$ cat config.mk
export PLATFORM = sky130hd
export DESIGN_NAME = msr_unit
export DESIGN_NICKNAME = d
export VERILOG_FILES = /design/src/rtl/msr_unit.sv
export SDC_FILE = /design/constraint.sdc
export NUM_CORES = 1
export LEC_CHECK = 0
export BUFFER_PORTS_ARGS = -buffer_cell sky130_fd_sc_hd__clkbuf_2
export CORE_ASPECT_RATIO = 0.6
export CORE_MARGIN = 5
export CORE_UTILIZATION = 51
export DETAILED_ROUTE_END_ITERATION = 10
export PLACE_DENSITY = 0.75
export SLEW_MARGIN = 20
export SYNTH_ARGS = -nofsm -noshare
export SYNTH_HDL_FRONTEND = slang
export SYNTH_SLANG_ARGS = --single-unit
$ cat constraint.sdc
create_clock -name clk -period 2.4 [get_ports clk]
set_input_delay 0.48 -clock clk [delete_from_list [all_inputs] [get_ports clk]]
set_output_delay 0.48 -clock clk [all_outputs]
set_load 0.02 [all_outputs]
$ cat src/rtl/msr_unit.sv
module msr_unit #(
  parameter int              DW      = 32,
  parameter int              IW      = 32,
  parameter logic [IW-1:0]   TSC_IDX = 'h10,
  parameter logic [IW-1:0]   TST_IDX = 'h0E,
  parameter int              CI_POS  = 3
) (
  input  logic          clk,
  input  logic          rst_n,
  input  logic          rd_req,
  input  logic          wr_req,
  input  logic          ts_req,
  input  logic [IW-1:0] idx,
  input  logic [DW-1:0] wr_hi,
  input  logic [DW-1:0] wr_lo,
  input  logic [1:0]    cpl,
  input  logic          ts_off,
  output logic [DW-1:0] rd_hi,
  output logic [DW-1:0] rd_lo,
  output logic          fault,
  output logic          l1_off
);
  localparam int CW = 2 * DW;

  logic [CW-1:0] tsc;
  logic [CW-1:0] rdat;
  logic          ci_q;

  wire priv    = (cpl == 2'd0);
  wire hit_tsc = (idx == TSC_IDX);
  wire hit_tst = (idx == TST_IDX);
  wire msr_ok  = priv & (hit_tsc | hit_tst);
  wire ts_ok   = ~ts_off | priv;

  wire do_wr = wr_req;
  wire do_rd = rd_req & ~wr_req;
  wire do_ts = ts_req & ~rd_req & ~wr_req;

  wire wr_tsc = do_wr & msr_ok & hit_tsc;
  wire wr_tst = do_wr & msr_ok & hit_tst;
  wire rd_cnt = (do_rd & msr_ok & hit_tsc) | (do_ts & ts_ok);
  wire rd_tst = do_rd & msr_ok & hit_tst;
  wire bad    = ((do_wr | do_rd) & ~msr_ok) | (do_ts & ~ts_ok);

  wire [CW-1:0] tst_view = CW'(ci_q) << CI_POS;

  always_ff @(posedge clk) begin
    if (!rst_n) begin
      tsc   <= '0;
      rdat  <= '0;
      ci_q  <= 1'b0;
      fault <= 1'b0;
    end else begin
      tsc   <= wr_tsc ? {wr_hi, wr_lo} : tsc + CW'(1);
      fault <= bad;
      if (wr_tst) ci_q <= wr_lo[CI_POS];
      if (rd_cnt)      rdat <= tsc;
      else if (rd_tst) rdat <= tst_view;
    end
  end

  assign rd_hi  = rdat[CW-1:DW];
  assign rd_lo  = rdat[DW-1:0];
  assign l1_off = ci_q;

  assert_count_R2: assert property (@(posedge clk) disable iff (!rst_n)
    !(wr_req && cpl == 2'd0 && idx == TSC_IDX) |=> tsc == $past(tsc) + CW'(1));

  assert_load_R4: assert property (@(posedge clk) disable iff (!rst_n)
    (wr_req && cpl == 2'd0 && idx == TSC_IDX) |=> tsc == $past({wr_hi, wr_lo}));

  assert_gate_R5: assert property (@(posedge clk) disable iff (!rst_n)
    (ts_req && !rd_req && !wr_req && ts_off && cpl != 2'd0) |=> fault && $stable(rdat));

  assert_rsvd_R6: assert property (@(posedge clk) disable iff (!rst_n)
    (rd_req && !wr_req && cpl == 2'd0 && idx == TST_IDX) |=> (rdat & ~(CW'(1) << CI_POS)) == '0);

  assert_deny_R7: assert property (@(posedge clk) disable iff (!rst_n)
    ((rd_req || wr_req) && cpl != 2'd0) |=> fault && $stable(l1_off) && $stable(rdat));

  assert_quiet_R7: assert property (@(posedge clk) disable iff (!rst_n)
    !(rd_req || wr_req || ts_req) |=> !fault && $stable(rdat));
endmodule

# Yosys cells after proc, flatten, opt, wreduce, memory -nomap -nowiden
# Index checks and enable logic that the tools add are counted.
word_totals:
  regBits: 130
  inputBits: 104
  output_inout_bits: 66
  elab_cells: 35
classes:
  n_addsub: 1
  eq_ne: 2
  n_mux: 3
  bitwise_logic: 23
  reduce_logical: 2
ops:
  columns: ["operator", "count"]
  rows:
  - ["2-to-1 mux 64 bit", 3]
  - ["adder 64 x 1 -> 64 bit (second input constant)", 1]
  - ["equality test 32 x 4 -> 1 bit (second input constant)", 1]
  - ["equality test 32 x 5 -> 1 bit (second input constant)", 1]
  - ["AND 1 bit", 13]
  - ["NOT 1 bit", 5]
  - ["bitwise OR 1 bit", 5]
  - ["zero test 2 bit", 1]
  - ["nonzero test 2 bit", 1]

# Depth between registers and ports, before layout
logic_depth:
  depth_word: 7
  depth_mapped: 8
  depth_no_buf: 7

# Worst setup path after synthesis
# OpenSTA, ideal clock, no wires.
synth_timing:
  path_kind: "in2reg"
  startpoint: "input idx[27]"
  endpoint: "register tsc[40]"
  setup_ns: 0.132
  arrival_ns: 2.113
  required_ns: 2.268
  slack_ns: 0.154
  stages: 6
  path_buffers: 1
  cell_sequence: "or4_1 > or4b_1 > or2_1 > clkbuf_2 > o21ai_0 > a21oi_1"
synth_via:
  elab_chain_len: 6
  elab_cells_between_ends: 7
  cone_classes: "2 x eq/ne; 1 x mux; 4 x bitwise"
synth_lines:
  columns: ["element", "line", "source"]
  rows:
  - ["start, declared", "13", "input logic [IW-1:0] idx,"]
  - ["equality test 32 x 5 -> 1 bit or equality test 32 x 4 -> 1 bit (tied branches)", "30, 31", null]
  - ["bitwise OR 1 bit", "32", "wire msr_ok = priv & (hit_tsc | hit_tst);"]
  - ["AND 1 bit", "32", null]
  - ["AND 1 bit", "39", "wire wr_tsc = do_wr & msr_ok & hit_tsc;"]
  - ["AND 1 bit *", "39", null]
  - ["2-to-1 mux 64 bit *", "54", "tsc <= wr_tsc ? {wr_hi, wr_lo} : tsc + CW'(1);"]
  - ["end signal, assigned", "54", null]
  - ["end, declared", "25", "logic [CW-1:0] tsc;"]
# Every way passes the cells marked *; elsewhere a longest branch is shown, timed or not.
# A chain may end at the register's enable or synchronous reset.

# Worst setup path after layout
layout_timing:
  startpoint: "register tsc[7]"
  endpoint: "register tsc[43]"
layout_via:
  elab_chain_len: 2
layout_lines:
  columns: ["element", "line"]
  rows:
  - ["adder 64 x 1 -> 64 bit", "54"]
  - ["2-to-1 mux 64 bit", "54"]
# No other way between the ends.

==> results_dict.tcl <==
set metrics [dict create \
    rsz0062_at_grt "no" \
    async_flop_share_pct 0 \
    wirelength_um 16200 \
    synth_compound_area_share_pct 21.3 \
    remaining_drc_errors 0 \
    postCtsSetupRepairBufs 0 \
    fin_tns_setup_ps 0 \
    grt_use_met2_pct 37.6 \
    n_antenna_cell 0 \
    min_to "tsc[1]$_SDFF_PN0_" \
    die_area_mm2 0.0132 \
    crit_type "reg2reg" \
    clk_latency_ps 410 \
    viasPerCell 5.78 \
    path_cells "and4_1 -> nand4_4 -> or2_1 -> nor4_1 -> xnor2_1 -> a21oi_1" \
    mostFrequentLayoutCells "clkbuf_2, dfxtp_1, a22o_1" \
    met1_usage_pct 33.9 \
    setup_slack_ps 142 \
    hold_violations 0 \
    instances_no_fill 907 \
    avgRoutedWirePerCell_um 17.9 \
    cts_hold_buf 0 \
    globalplace.congestion 0.899 \
    maxSlewHeadroom_pct 59.0 \
    port_buffers 169 \
    area_delta_synth_final_pct 30.5 \
    power_density_mw_per_mm2 696 \
    drive_gt1_share_pct 31.5 \
    regToRegEndpoint "tsc[43]$_SDFF_PN0_" \
    finish.utilization_pct 68.4 \
    yosys.area.top_type_share_pct 46.7 \
    synth-xor-area-share_pct 9.74 \
    status "finished, final reports clean" \
    yosys.area.top_type "dfxtp_1" \
    slowest_stage "dfxtp_1" \
    fillers 866 \
    final_max_slew_viol_count 0 \
    setup_viol 0 \
    clockBufferDepth 2 \
    fin_skew_ps 9.06 \
    power.leakage_nw 2.95 \
    grt_usage_pct 24.7 \
    tightest_slew_ps 610 \
    dp.cells 876 \
    num_rows 29 \
    start_util_pct 52.4 \
    synth.avg_cell_area_um2 9.53 \
    fp.coreArea_mm2 0.0106 \
    dp_hpwl_um 11700 \
    cts_root_buf "clkbuf_16" \
    fin_crit_ps 2260 \
    mostFrequentLayoutCell "clkbuf_2" \
    synthMuxAreaShare_pct 0.359 \
    tritoncts "done" \
    cp.required_ps 2680 \
    die_h_um 91.0 \
    timing.fmax_mhz 443 \
    syn-num-nets 690 \
    reg2reg_depth 6 \
    startpoint "tsc[7]$_SDFF_PN0_" \
    end_kind "flip-flop" \
    fin_hold_ws_ps 317 \
    place_ws_ps -105 \
    antenna_found_initial 0 \
    synth-simple-area-share_pct 18.1 \
    start_kind "flip-flop" \
    power_mw 5.07 \
    ios 170 \
    ys_seq_area_share_pct 46.7 \
    min_period_over_period_pct 94.1 \
    syn_inst 585 \
    synth_edf_count 0 \
    yosys-top-cells-area "dfxtp_1, a22o_1, xnor2_1" \
    hold_path.startpoint "wr_lo[1]" \
    clk_pin_slew_worst_paths_ps 60 \
    hp-class "in2reg" \
    grt-ovfl-total 0 \
    routed-via-count 5238 \
    synth_fa_ha_area_share_pct 0.225 \
    ys_ff_latch 130 \
    fin_nets 861 \
    grt_pass1_vias 5335 \
    clock-sinks 130 \
    r2r_slack_ps 140 \
    dieWidth_um 145 \
    placed_area_mm2 0.00666 \
    htree_levels 4 \
    synth_top_family_by_area "compound AO/OA/AOI/OAI gates" \
    grt_max_degree 58 \
    cp_data_arrival_time_ps 2540 \
    r2r-start "tsc[7]$_SDFF_PN0_" \
    ys.flop_type "dfxtp_1" \
    ant_nets 0 \
    grt_first_pass_wirelength_um 26900 \
    ys_types 47 \
    numCtsBuffers 17 \
    ys.warnings.count 0 \
    drt-pass1-iter-count 5 \
    gr-usage-met3_pct 7.61 \
    ir_drop_v 0.000705 \
    syn_area_mm2 0.00557 \
    final_area_mm2 0.00727 \
    top_usage_layer "met2" \
    critPathMaxStageDelay_ps 450 \
    drtIter0Drc 295 \
    drv_cap 0 \
    path_max_fanout 8 \
    post_cts_resized 0 \
    hold_depth 3 \
]
Yosys cell counts, drive strengths merged (12+ instances only):
master	count
a211oi	21
a21oi	44
a22o	63
clkbuf	28
dfxtp	130
nand2	24
nand3	17
nand4	20
nor2	40
nor3	17
nor4	12
o21ai	45
xnor2	38
xor2	24
state kept, by name, summed over array words and instances (netlist names):
signal,flops
l1_off,1
fault,1
tsc,64
rdat,64
cell families (layout without fill, tap and decap cells):
kind of cell,count (synthesis),after routing
flops,130,130
mux,2,2
xor+xnor,62,62
fa+ha+maj,1,1
buf+inv,45,228
simple gates,168,168
compound gates,177,177
power breakdown:
group / internal [mW] / total [mW] / switching [mW] / leakage [nW]
Clock: 1.73 / 2.69 / 0.961 / 0.288
Combinational: 0.0935 / 0.201 / 0.107 / 1.62
Sequential: 2.17 / 2.17 / 0.00524 / 1.05
metal layers:
| layer | vias to the layer above | routed length (um) |
|---|---|---|
| met4 | 0 | 178 |
| met1 | 2484 | 7410 |
| met3 | 18 | 1470 |
| met2 | 231 | 7180 |
| met5 | - | 0 |
| li1 | 2505 | - |
final cells by class:
| cell class | instances | area [um2] | area share (%) |
|---|---|---|---|
| inverters | 6 | 22.5 | 0.310 |
| well taps | 139 | 174 | 2.39 |
| clock inverters | 13 | 186 | 2.56 |
| multi-input cells | 410 | 2790 | 38.3 |
| clock buffers | 18 | 429 | 5.90 |
| repair buffers | 191 | 1070 | 14.8 |
| flip-flops and latches | 130 | 2600 | 35.8 |
critical path, delay by kind of cell (launching register included):
kind            cells  cell delay [ps]
simple gates        4             1430
flops               1              450
xor+xnor            1              160
compound gates      1               80
how the worst max path moves through the flow:
stage | end | slack (ps)
2_1_floorplan | tsc[40]$_SDFF_PN0_ | 150
3_3_place_gp | tsc[62]$_SDFF_PN0_ | -30
3_5_place_dp | tsc[34]$_SDFF_PN0_ | -100
4_1_cts | tsc[56]$_SDFF_PN0_ | 160
5_1_grt | tsc[45]$_SDFF_PN0_ | 9
6_report | tsc[43]$_SDFF_PN0_ | 140
No activity file was read; power rests on OpenSTA's default activity.
